## src/rtl/unpack_fmt.sv

```systemverilog
module unpack_fmt #(
  parameter int BYTE_W = 8,
  parameter int LANE_W = 16,
  parameter int MAX_N  = 4
) (
  input  logic                      clk,
  input  logic                      rst_n,
  input  logic                      ld_vld,
  input  logic [MAX_N*BYTE_W-1:0]   ld_data,
  input  logic                      sgn_sel,
  input  logic                      quad_sel,
  output logic [MAX_N*LANE_W-1:0]   res,
  output logic                      res_vld
);
  localparam int EXT_W  = LANE_W - BYTE_W;
  localparam int HALF_N = MAX_N / 2;

  logic [MAX_N*LANE_W-1:0] wide;

  for (genvar k = 0; k < MAX_N; k++) begin : g_lane
    logic [BYTE_W-1:0] b;
    logic              fill;
    logic              keep;
    assign b    = ld_data[k*BYTE_W +: BYTE_W];
    assign fill = sgn_sel & b[BYTE_W-1];
    assign keep = (k < HALF_N) ? 1'b1 : quad_sel;
    assign wide[k*LANE_W +: LANE_W] = keep ? {{EXT_W{fill}}, b} : '0;
  end

  always_ff @(posedge clk or negedge rst_n) begin
    if (!rst_n) begin
      res     <= '0;
      res_vld <= 1'b0;
    end else begin
      res_vld <= ld_vld;
      if (ld_vld) res <= wide;
    end
  end

  AST_VLD_FOLLOWS: assert property (@(posedge clk) disable iff (!rst_n)
    res_vld == $past(ld_vld));
  AST_HOLD_IDLE: assert property (@(posedge clk) disable iff (!rst_n)
    !$past(ld_vld) |-> $stable(res));
  AST_PAIR_UPPER_ZERO: assert property (@(posedge clk) disable iff (!rst_n)
    ld_vld && !quad_sel |=> res[MAX_N*LANE_W-1:HALF_N*LANE_W] == '0);
  AST_ZERO_EXT: assert property (@(posedge clk) disable iff (!rst_n)
    ld_vld && !sgn_sel |=> res[LANE_W-1:BYTE_W] == '0);
  AST_SIGN_EXT: assert property (@(posedge clk) disable iff (!rst_n)
    ld_vld && sgn_sel && ld_data[BYTE_W-1] |=> &res[LANE_W-1:BYTE_W]);
  AST_LANE0_BYTE: assert property (@(posedge clk) disable iff (!rst_n)
    ld_vld |=> res[BYTE_W-1:0] == $past(ld_data[BYTE_W-1:0]));
endmodule

```

## config.mk

```make
export PLATFORM = sky130hd
export DESIGN_NAME = unpack_fmt
export DESIGN_NICKNAME = d
export VERILOG_FILES = /design/src/rtl/unpack_fmt.sv
export SDC_FILE = /design/constraint.sdc
export NUM_CORES = 1
export LEC_CHECK = 0
export BUFFER_PORTS_ARGS = -buffer_cell sky130_fd_sc_hd__buf_2
export CAP_MARGIN = 20
export CORE_UTILIZATION = 30
export CTS_BUF_LIST = sky130_fd_sc_hd__clkbuf_16
export DETAILED_ROUTE_END_ITERATION = 8
export SLEW_MARGIN = 20
export SYNTH_ARGS = -nofsm -noshare
export SYNTH_HDL_FRONTEND = slang
export SYNTH_SLANG_ARGS = --single-unit
```

## constraint.sdc

```tcl
create_clock -name clk -period 1.1 [get_ports clk]
set_clock_uncertainty 0.1 [all_clocks]
set_input_delay 0.11 -clock clk [delete_from_list [all_inputs] [get_ports clk]]
set_output_delay 0.11 -clock clk [all_outputs]
set_load 0.005 [all_outputs]
```

; ---- Word level (Yosys, flattened, before mapping)
; Cells that the tools add are included.
[totals]
register_bits = 65
latch_bits = 0
mem_bits_rw = 0
rom_bits = 0
in_bits = 37
output_inout_bits = 65
word_cells = 8
mem_count = 0
[op_classes]
addsub = 0
mul = 0
div_mod_pow = 0
n_lt_le_gt_ge = 0
n_eq_ne = 0
shifts = 0
muxes = 2
bitwise_logic = 4
reduce_logical = 0
[op_table]
columns = op, n
row1 = $mux W16, 2
row2 = $and A1 B1 Y1, 4

; ---- Longest topological paths before layout
; Gate-level depths: netlist (run 1).
[logic_depth]
word_depth = 2
depth_mapped = 4
mapped_depth_nobuf = 2

; ---- Worst setup path after synthesis (run 1)
; OpenSTA, ideal clock, no wires.
[synth_timing]
path_type = reg2reg
startpoint = register res[0] (netlist name)
endpoint = register res[0]
setup_time_ns = 0.125
t_arrival_ns = 0.612
t_required_ns = 0.875
slack_ns = 0.263
stages_incl_launch_ff = 2
n_path_buf = 0
synth_period_minus_slack_ns = 0.837
cell_sequence = dfrtp_1 -> mux2_2
[synth_lines]
columns = element, line
row1 = to (signal assigned), 36  ; if (ld_vld) res <= wide;
row2 = to (decl), 12  ; output logic [MAX_N*LANE_W-1:0] res,

==> metrics.md, run 1 <==
| Metric | Value |
|---|---|
| Post-Syn Instances | 149 |
| #FFs+latches synth | 37 |
| Reg2Reg Launch Point | res[2]$_DFFE_PN0P_ |
| M1 WL | around 1600 um |
| CP Cell Sequence | buf_2 |
| N_diodes | 0 |
| Wire length per cell | approximately 11 um |
| Root Buffer Master | clkbuf_16 |
| Vias in the first global route | 1323 |
| Total CTS buffers | 5 |
| Cell Area, Synth | 1650 um^2 |
| Synth Area per Inst | 11.1 um^2 |
| Post-DR vias/cell | 4.07 |
| Power per cell area | 1380 nW/um^2 |
| Post-Route WL | 3680 um |
| Tmin final | 1.07 ns |
| Post-route clock period utilization | 97.0% |
| Max-Cap Viols | 0 |
| Post-synthesis sequential area ratio | 56.0% |
| Setup tns final | 0 ns |
| Register share of total power | 44.9% |
| Clk_lat worst skew | 0.28 ns |
| Max rail drop VDD | 820 uV |
| DR pass1 iterations | 3 |
| Reg2reg path depth | 1 |
| H-tree levels | 2 |
| Area after DPL | 2040 um^2 |
| Startpoint Class | flip-flop |
| Slowest Stage Delay on Critical Path | 0.44 ns |
| CORE AREA | about 5200 um^2 |
| Leakage power | 1.30 nW |
| GR Overflow Total | 0 |
| Nets | 293 |
| Routability cong. | 0.680 |
| CP bufs+invs | 1 |
| Die ar. | a little under 6000 um^2 |
| Share of cells above drive strength 1 | 51.0% |
| Clock network power share | slightly below 40% |
| Initial Util | between 30% and 40% |
| Residual DRC | 0 |
| Slew Limit Fails | 0 |
| Antenna Nets Post-Route | 0 |
| Hold depth | 3 |
| Final non-filler cell area | approximately 2500 um^2 |
| Worst EP arrival | 0.86 ns |
| Synth warnings | 0 |
| WS Path Type | flip-flop to primary output |
| Worst path slowest cell | dfrtp_2 |
| Layout area overhead | 51.2% |
| WL met3 | 321 um |
| Setup crit end kind | primary output |
| Num rows | 26 |
| Combinational share of power | between 10% and 20% |
| Clk sink count | 37 |
| Top sig layer | met4 |
| Switching portion of total power | 23.5% |
| # setup viols final | 0 |
| Largest net degree at the start of global routing | 38 |
| Total track usage | 13.8% |
| Hold_ws | around 0.01 ns |
| Net Sw Power | roughly 0.8 mW |
| Die Ht | 76.3 um |
| Max Fclk | 938 MHz |
| Relative slew slack | 76.3% |
| Max clock buf depth | 2 |
| Post-synth net total | about 190 |
| Beginning of the worst hold path | ld_data[31] |
| Final Power | 3.45 mW |
| Antenna violations before repair | 0 |
| Flop-to-flop setup slack | 0.23 ns |
| Pint | about 2.6 mW |
| Slew @ Worst Pin | 0.355 ns |
| DP Wirelength | 2400 um |
| Unrepaired setup endpoints after global routing | no |
| CP max FO | 9 |
| DR vias | ~1300 |
| Die Wd | between 70 and 80 um |
| Hold crit path type | input pin to flip-flop |
| FF-to-FF End | res[2]$_DFFE_PN0P_ |
| Count of different cell masters after synthesis | 9 |
| Final setup margin | 0.0335 ns |
| Critical Path RT | between 0.8 and 0.9 ns |
| Dpl ws | 0.0894 ns |
| Status | finished, final reports clean |
| Hold EP | res[55]$_DFFE_PN0P_ |
| # port buffers | around 100 |
| Clk slew on worst S/H paths | 0.05 ns |
| First-pass GRT wire length | about 6300 um |
| I/O Pins | 102 |
| Met2 WL | between 1500 and 2000 um |
| CP top delay family | flip-flops |
| Fin. Hold Viols | 0 |
| TritonCTS clock tree | done |
| Drt initial violations | 68 |
[timing repair]
item                                   in CTS  in global routing
endpoints found under the hold margin      69                  0
setup buffers                               0                  0
hold buffers                               32                  0
setup endpoints to repair                   4                 24
gates resized for setup                     1                  3
[worst max-delay path by stage]
stage,from,end,slack (ns),cells past startpoint
floorplan,res[0]$_DFFE_PN0P_,res[0]$_DFFE_PN0P_,0.26,1
finish,res[31]$_DFFE_PN0P_,res[29],0.03,1
global placement,ld_vld,res[1]$_DFFE_PN0P_,0.10,3
CTS,res[47]$_DFFE_PN0P_,res[43],0.02,1
detailed placement,ld_vld,res[4]$_DFFE_PN0P_,0.09,3
global route,res[31]$_DFFE_PN0P_,res[28],0.0008,1
[cells in the mapped netlist]
cell	n	area, um^2
buf_4	31	233
nand3_1	18	90.1
dfrtp_1	37	926
buf_2	3	15.0
inv_1	20	75.1
buf_6	2	22.5
mux2_2	16	180
nand4_1	2	12.5
o21ai_0	20	100
[placed cells by master, fill, tap and decap left out]
master / instances
nand4_1: 2
inv_1: 21
clkinv_2: 2
clkbuf_16: 5
dfrtp_2: 4
buf_12: 3
buf_2: 101
o21ai_0: 20
dlygate4sd3_1: 32
dfrtp_1: 33
mux2_2: 16
nand3_1: 18
[cells by family after synthesis]
family          Yosys count  synth area share, %
compound gates           20                 6.05
buf+inv                  56                 20.9
simple gates             20                 6.20
flops                    37                 56.0
mux                      16                 10.9
[per-stage QoR]
| stage | cells | utilization [%] |
|---|---|---|
| 2_1_floorplan | 149 | - |
| 3_3_place_gp | 287 | 39.1 |
| 3_5_place_dp | 287 | 39.1 |
| 4_1_cts | 327 | 48.0 |
| 5_1_grt | 327 | 48.1 |
| 6_report | 327 | 48.1 |
[state kept, by name, indices dropped and copies added, names as in the netlist]
signal,cells
res,36
res_vld,1
[per-layer routing]
| metal | global-route usage [%] | vias up |
|---|---|---|
| met3 | 5.27 | 6 |
| li1 | - | 669 |
| met5 | 0 | - |
| met2 | 21.7 | 69 |
| met4 | 4.62 | 0 |
| met1 | 17.3 | 586 |
[area by class of cell]
type / count / area [um^2]
Multi-Input combinational cell: 56 / 383
Tap cell: 70 / 87.6
Fill cell: 526 / 2700
Timing Repair Buffer: 136 / 886
Clock inverter: 3 / 13.8
Sequential cell: 37 / 931
Inverter: 20 / 75.1
Clock buffer: 5 / 125
[power by group through the flow]
| stage | combinational [mW] | clock (mW) | sequential (mW) |
|---|---|---|---|
| 2_1_floorplan | 0.262 | 0 | 1.58 |
| 3_5_place_dp | 0.491 | 0 | 1.57 |
| 5_1_grt | 0.637 | 1.45 | 1.57 |
| 4_1_cts | 0.578 | 1.37 | 1.55 |
| 6_report | 0.572 | 1.33 | 1.55 |
| 3_3_place_gp | 0.485 | 0 | 1.57 |
Power figures use the tool's default switching activity.
==> inputs of run 2 (changes only) <==
Settings changed: CORE_UTILIZATION 30 to 40, PLACE_DENSITY set to 0.81.
==> run 2 against run 1 <==
Utilization up 13 points. Largest cell class unchanged. Register-to-register slack about the same. Clock power about the same. Sequential share of layout area up 0.90 points. Highest routed layer unchanged. Largest power group unchanged. Critical endpoint unchanged. Worst setup slack better by 0.0016 ns. Clock-buffer cell count unchanged. Critical path depth unchanged.
==> metrics.md, run 2 (synthesis results as in run 1) <==
| Metric | Value |
|---|---|
| CORE AREA | 3970 um^2 (-24%) |
| Drt initial violations | 105 (+54%) |
| Total CTS buffers | 5 (unchanged) |
| Unrepaired setup endpoints after global routing | yes |
| Slew @ Worst Pin | 0.325 ns (-0.0298 ns) |
| FF-to-FF End | res[19]$_DFFE_PN0P_ |
| Critical Path RT | 0.89 ns (about the same) |
| Post-DR vias/cell | 4.57 (+12%) |
| Residual DRC | 0 (unchanged) |
| CP Capture Point | res[29] |
| Num rows | 23 (-12%) |
| Final setup margin | 0.0351 ns (+0.00161 ns) |
| Die Ht | 66.3 um (-13%) |
| Flop-to-flop setup slack | 0.23 ns (about the same) |
| N_diodes | 0 (unchanged) |
| Clk sink count | 37 (unchanged) |
| # port buffers | 101 (unchanged) |
| # setup viols final | 0 (unchanged) |
| Status | finished, final reports clean |
| Fillers | 336 (-36%) |
| Setup Buffers After CTS | 0 (unchanged) |
| Max-Cap Viols | 0 (unchanged) |
| Worst path slowest cell | dfrtp_2 |
| Max clock buf depth | 2 (unchanged) |
| Fin. Hold Viols | 0 (unchanged) |
| Max reg flops | 36 (unchanged) |
| Nets | 290 (-1.0%) |
| First-pass GRT wire length | 5860 um (-7.4%) |
| Dpl ws | 0.0954 ns (+0.00601 ns) |
| Biggest registers after layout | res (36), res_vld (1) |
| GR Overflow Total | 0 (unchanged) |
| Cell count after placement | 268 (-6.6%) |
| DP Wirelength | 2440 um (+1.3%) |
| CP max FO | 9 (unchanged) |
| Slowest Stage Delay on Critical Path | 0.44 ns (about the same) |
| Initial Util | 41.7% (+9.9 points) |
| CP Cell Sequence | buf_2 |
| Hold crit path type | input pin to flip-flop |
| DR pass1 iterations | 6 (+3) |
| Tmin final | 1.06 ns (-0.00161 ns) |
| CP top delay family | flip-flops |
| Layout area overhead | 47.7% |
| Relative slew slack | 78.3% (+2.0 points) |
| Reg2Reg Launch Point | res[19]$_DFFE_PN0P_ |
| Wire length per cell | 12.5 um (+11%) |
| Max Fclk | 939 MHz (+0.15%) |
| H-tree levels | 2 (unchanged) |
| Share of cells above drive strength 1 | 51.6% (+0.60 points) |
| Fin util | 61.5% (+13 points) |
| Clk slew on worst S/H paths | 0.05 ns (about the same) |
| Die ar. | 4400 um^2 (-24%) |
| Die Wd | 66.3 um (-13%) |
| Multi-input gate area | 383 um^2 (unchanged) |
| Most flops, register | res |
| Hold_ws | 0.00500 ns (-0.00496 ns) |
| Area after DPL | 2020 um^2 (-0.86%) |
| Max rail drop VDD | 928 uV (+13%) |
| Crit path launch | res[31]$_DFFE_PN0P_ |
| CP bufs+invs | 1 (unchanged) |
| Clk_lat worst skew | 0.27 ns (about the same) |
| Largest net degree at the start of global routing | 38 (unchanged) |
| Antenna Nets Post-Route | 0 (unchanged) |
| Startpoint Class | flip-flop |
| Power per cell area | 1400 nW/um^2 (+1.7%) |
| Post-route clock period utilization | 96.8% (-0.15 points) |
| Final Power | 3.43 mW (-0.69%) |
| Root Buffer Master | clkbuf_16 |
| Reg2reg path depth | 1 (unchanged) |
| Final non-filler cell area | 2440 um^2 (-2.4%) |
| TritonCTS clock tree | done |
| Vias in the first global route | 1327 (+0.30%) |
| Setup tns final | 0 ns (unchanged) |
| Slew Limit Fails | 0 (unchanged) |
| Post-Route WL | 3810 um (+3.4%) |
| Leakage power | 1.28 nW (-1.4%) |
| Routability cong. | 0.662 (-2.6%) |
| Flip-flop and latch area | 931 um^2 (unchanged) |
| Commonest non-fill, non-tap cell in the layout | buf_2 |
| Setup crit end kind | primary output |
| DR vias | 1390 (+4.5%) |
| Beginning of the worst hold path | ld_data[23] |
| Total track usage | 18.4% (+4.6 points) |
| Crit path depth | 1 (unchanged) |
| Worst EP arrival | 0.85 ns (about the same) |
| WS Path Type | flip-flop to primary output |
| Antenna violations before repair | 0 (unchanged) |
| Most frequent cells in the layout | 101 x buf_2, 33 x dfrtp_1, 28 x dlygate4sd3_1 |
| Layout Cells excl Fill | 304 (-7.0%) |
| I/O Pins | 102 (unchanged) |
## run 2: worst min-delay path, stage by stage
cell	delay, ns
buf_2	0.09
nand3_1	0.06
o21ai_0	0.07
## run 2: how the worst min path moves through the flow
stage,endpoint,cells past startpoint
after global placement,res[17]$_DFFE_PN0P_,2
final,res[39]$_DFFE_PN0P_,3
after CTS,res[55]$_DFFE_PN0P_,3
after global routing,res[7]$_DFFE_PN0P_,2
after detailed placement,res[6]$_DFFE_PN0P_,2
after floorplan,res[0]$_DFFE_PN0P_,0
## run 2: where the power goes
group / internal [mW] / switching (mW) / total, mW
clock: 0.817 / 0.488 / 1.31
combinational: 0.332 / 0.240 / 0.572
sequential: 1.48 / 0.0710 / 1.55
## run 2: cell type report
type                            count  share of cell area [%]
Sequential cell                    37                    38.1
Timing Repair Buffer              133                    34.9
Clock inverter                      3                   0.512
Tap cell                           50                    2.56
Clock buffer                        5                    5.12
Inverter                           20                    3.07
Multi-Input combinational cell     56                    15.7
## run 2: metal layers
| layer | GRT usage, % | vias up | wire [um] |
|---|---|---|---|
| met4 | 9.04 | 0 | 102 |
| met2 | 31.3 | 77 | 1930 |
| met5 | 0 | - | 0 |
| li1 | - | 660 | - |
| met1 | 20.1 | 643 | 1480 |
| met3 | 6.72 | 10 | 291 |
## run 2: timing repair
action                                 in CTS  in global routing
resized for setup                           0                  4
hold buffers                               28                  0
setup endpoints to repair                   0                 32
endpoints found under the hold margin      65                  0
==> inputs of run 3 (changes only) <==
Settings changed: PLACE_DENSITY 0.81 to 0.83.
==> run 3 against run 2 <==
The flow now finishes with violations (negative hold slack). Via count increased by 0.29%. Critical path depth unchanged. Largest cell class unchanged. Non-clock buffer count increased by 2. Routed wire length decreased by 3.6%. Sequential power about the same. Critical path type unchanged.
==> metrics.md, run 3 (synthesis results as in run 1) <==
| Metric | Value |
|---|---|
| CP top delay family | flip-flops |
| Slew Limit Fails | 0 (unchanged) |
| Total CTS buffers | 5 (unchanged) |
| Unrepaired setup endpoints after global routing | yes |
| Most frequent cells in the layout | 101 x buf_2, 33 x dfrtp_1, 31 x dlygate4sd3_1 |
| WS Path Type | flip-flop to primary output |
| Max rail drop VDD | 983 uV (+6.0%) |
| Nets | 292 (+0.69%) |
| DP Wirelength | 2160 um (-11%) |
| N_diodes | 0 (unchanged) |
| Failing checks | negative hold slack |
| Max reg flops | 36 (unchanged) |
| Root Buffer Master | clkbuf_16 |
| # port buffers | 101 (unchanged) |
| CORE AREA | 3970 um^2 (unchanged) |
| Layout Cells excl Fill | 305 (+0.33%) |
| DR vias | 1394 (+0.29%) |
| Hold crit path type | input pin to flip-flop |
| H-tree levels | 2 (unchanged) |
| Share of cells above drive strength 1 | 50.6% (-0.99 points) |
| Reg2reg path depth | 1 (unchanged) |
| Setup tns final | 0 ns (unchanged) |
| Grt met1 use | 20.8% (+0.73 points) |
| Met3 Track Usage GR | 5.52% (-1.2 points) |
| Clk_lat worst skew | 0.27 ns (about the same) |
| Drt initial violations | 61 (-42%) |
| Layout area overhead | 48.7% |
| Antenna violations before repair | 0 (unchanged) |
| Fillers | 338 (+0.60%) |
| Residual DRC | 0 (unchanged) |
| CP max FO | 9 (unchanged) |
| Wire length per cell | 12.0 um (-3.9%) |
| Reg2Reg Launch Point | res[16]$_DFFE_PN0P_ |
| Routability cong. | 0.661 (-0.15%) |
| Final non-filler cell area | 2460 um^2 (+0.72%) |
| Clk slew on worst S/H paths | 0.05 ns (about the same) |
| Multi-input gate area | 383 um^2 (unchanged) |
| Die Ht | 66.3 um (unchanged) |
| # setup viols final | 0 (unchanged) |
| Beginning of the worst hold path | ld_data[7] |
| Slowest Stage Delay on Critical Path | 0.44 ns (about the same) |
| Tmin final | 1.06 ns (-0.00220 ns) |
| CP Cell Sequence | buf_2 |
| Setup Buffers After CTS | 0 (unchanged) |
| Fin. Hold Viols | 3 (+3) |
| First-pass GRT wire length | 5750 um (-1.8%) |
| Post-DR vias/cell | 4.57 (about the same) |
| FF-to-FF End | res[16]$_DFFE_PN0P_ |
| I/O Pins | 102 (unchanged) |
| Vias in the first global route | 1248 (-6.0%) |
| Flip-flop and latch area | 931 um^2 (unchanged) |
| Hold_ws | -0.00318 ns (-0.00818 ns) |
| Slew @ Worst Pin | 0.308 ns (-0.0172 ns) |
| Die ar. | 4400 um^2 (unchanged) |
| Biggest registers after layout | res (36), res_vld (1) |
| Total track usage | 17.9% (-0.53 points) |
| Startpoint Class | flip-flop |
| Initial Util | 41.7% (unchanged) |
| Num rows | 23 (unchanged) |
| Relative slew slack | 79.5% (+1.1 points) |
| Max-Cap Viols | 0 (unchanged) |
| Gr busiest metal | met2 |
| Critical Path RT | 0.89 ns (about the same) |
| Status | finished, violations left |
| Post-route clock period utilization | 96.6% (-0.20 points) |
| Largest net degree at the start of global routing | 38 (unchanged) |
| Area after DPL | 2010 um^2 (-0.37%) |
| Flop-to-flop setup slack | 0.25 ns (+0.02 ns) |
| CP bufs+invs | 1 (unchanged) |
| Setup crit end kind | primary output |
| Worst EP arrival | 0.85 ns (about the same) |
| Die Wd | 66.3 um (unchanged) |
| Hold EP | res[15]$_DFFE_PN0P_ |
| Antenna Nets Post-Route | 0 (unchanged) |
| Most flops, register | res |
| Cell count after placement | 267 (-0.37%) |
| Clk sink count | 37 (unchanged) |
| TritonCTS clock tree | done |
| Post-Route WL | 3670 um (-3.6%) |
| Max Fclk | 941 MHz (+0.21%) |
| Worst path slowest cell | dfrtp_2 |
| Leakage power | 1.29 nW (+0.59%) |
| Power per cell area | 1380 nW/um^2 (-1.8%) |
| Commonest non-fill, non-tap cell in the layout | buf_2 |
| Met2 Usage GRT | 29.8% (-1.4 points) |
| Max clock buf depth | 2 (unchanged) |
| GR Overflow Total | 0 (unchanged) |
| DR pass1 iterations | 6 (unchanged) |
| Hold depth | 3 (unchanged) |
## run 3: final cells by class
cell class              count  area share, %
multi-input cells          56           15.6
flip-flops and latches     37           37.8
repair buffers            135           35.6
well taps                  50           2.54
clock buffers               5           5.09
clock inverters             2          0.305
inverters                  20           3.05
## run 3: timing repair
item / 4_1_cts / 5_1_grt
endpoints found under the hold margin: 68 / 0
endpoints found under the setup margin: 0 / 32
resized for setup: 0 / 4
hold buffers: 31 / 0
## run 3: worst max-delay path by stage
stage | startpoint | to | slack (ns) | cells past startpoint
finish | res[31]$_DFFE_PN0P_ | res[30] | 0.04 | 1
global route | res[31]$_DFFE_PN0P_ | res[28] | -0.005 | 1
CTS | res[31]$_DFFE_PN0P_ | res[30] | 0.005 | 1
detailed placement | ld_vld | res[0]$_DFFE_PN0P_ | 0.09 | 3
global placement | ld_vld | res[2]$_DFFE_PN0P_ | 0.10 | 3
floorplan | res[0]$_DFFE_PN0P_ | res[0]$_DFFE_PN0P_ | 0.26 | 1
## run 3: layer usage
metal,vias up,wire [um]
met5,-,0
met4,0,63
met3,8,265
met2,69,1880
met1,650,1460
li1,667,-
## run 3: power by group
group	switching [mW]	internal [mW]
registers	0.0684	1.48
logic	0.236	0.336
clock network	0.462	0.808
## run 3: metrics by stage
step	setup WS (ns)	power (mW)	util, %
floorplan	0.263	1.85	-
global placement	0.104	2.04	50.7
detailed placement	0.0885	2.06	50.7
CTS	0.00550	3.43	61.8
global route	-0.00465	3.59	61.9
finish	0.0373	3.39	61.9
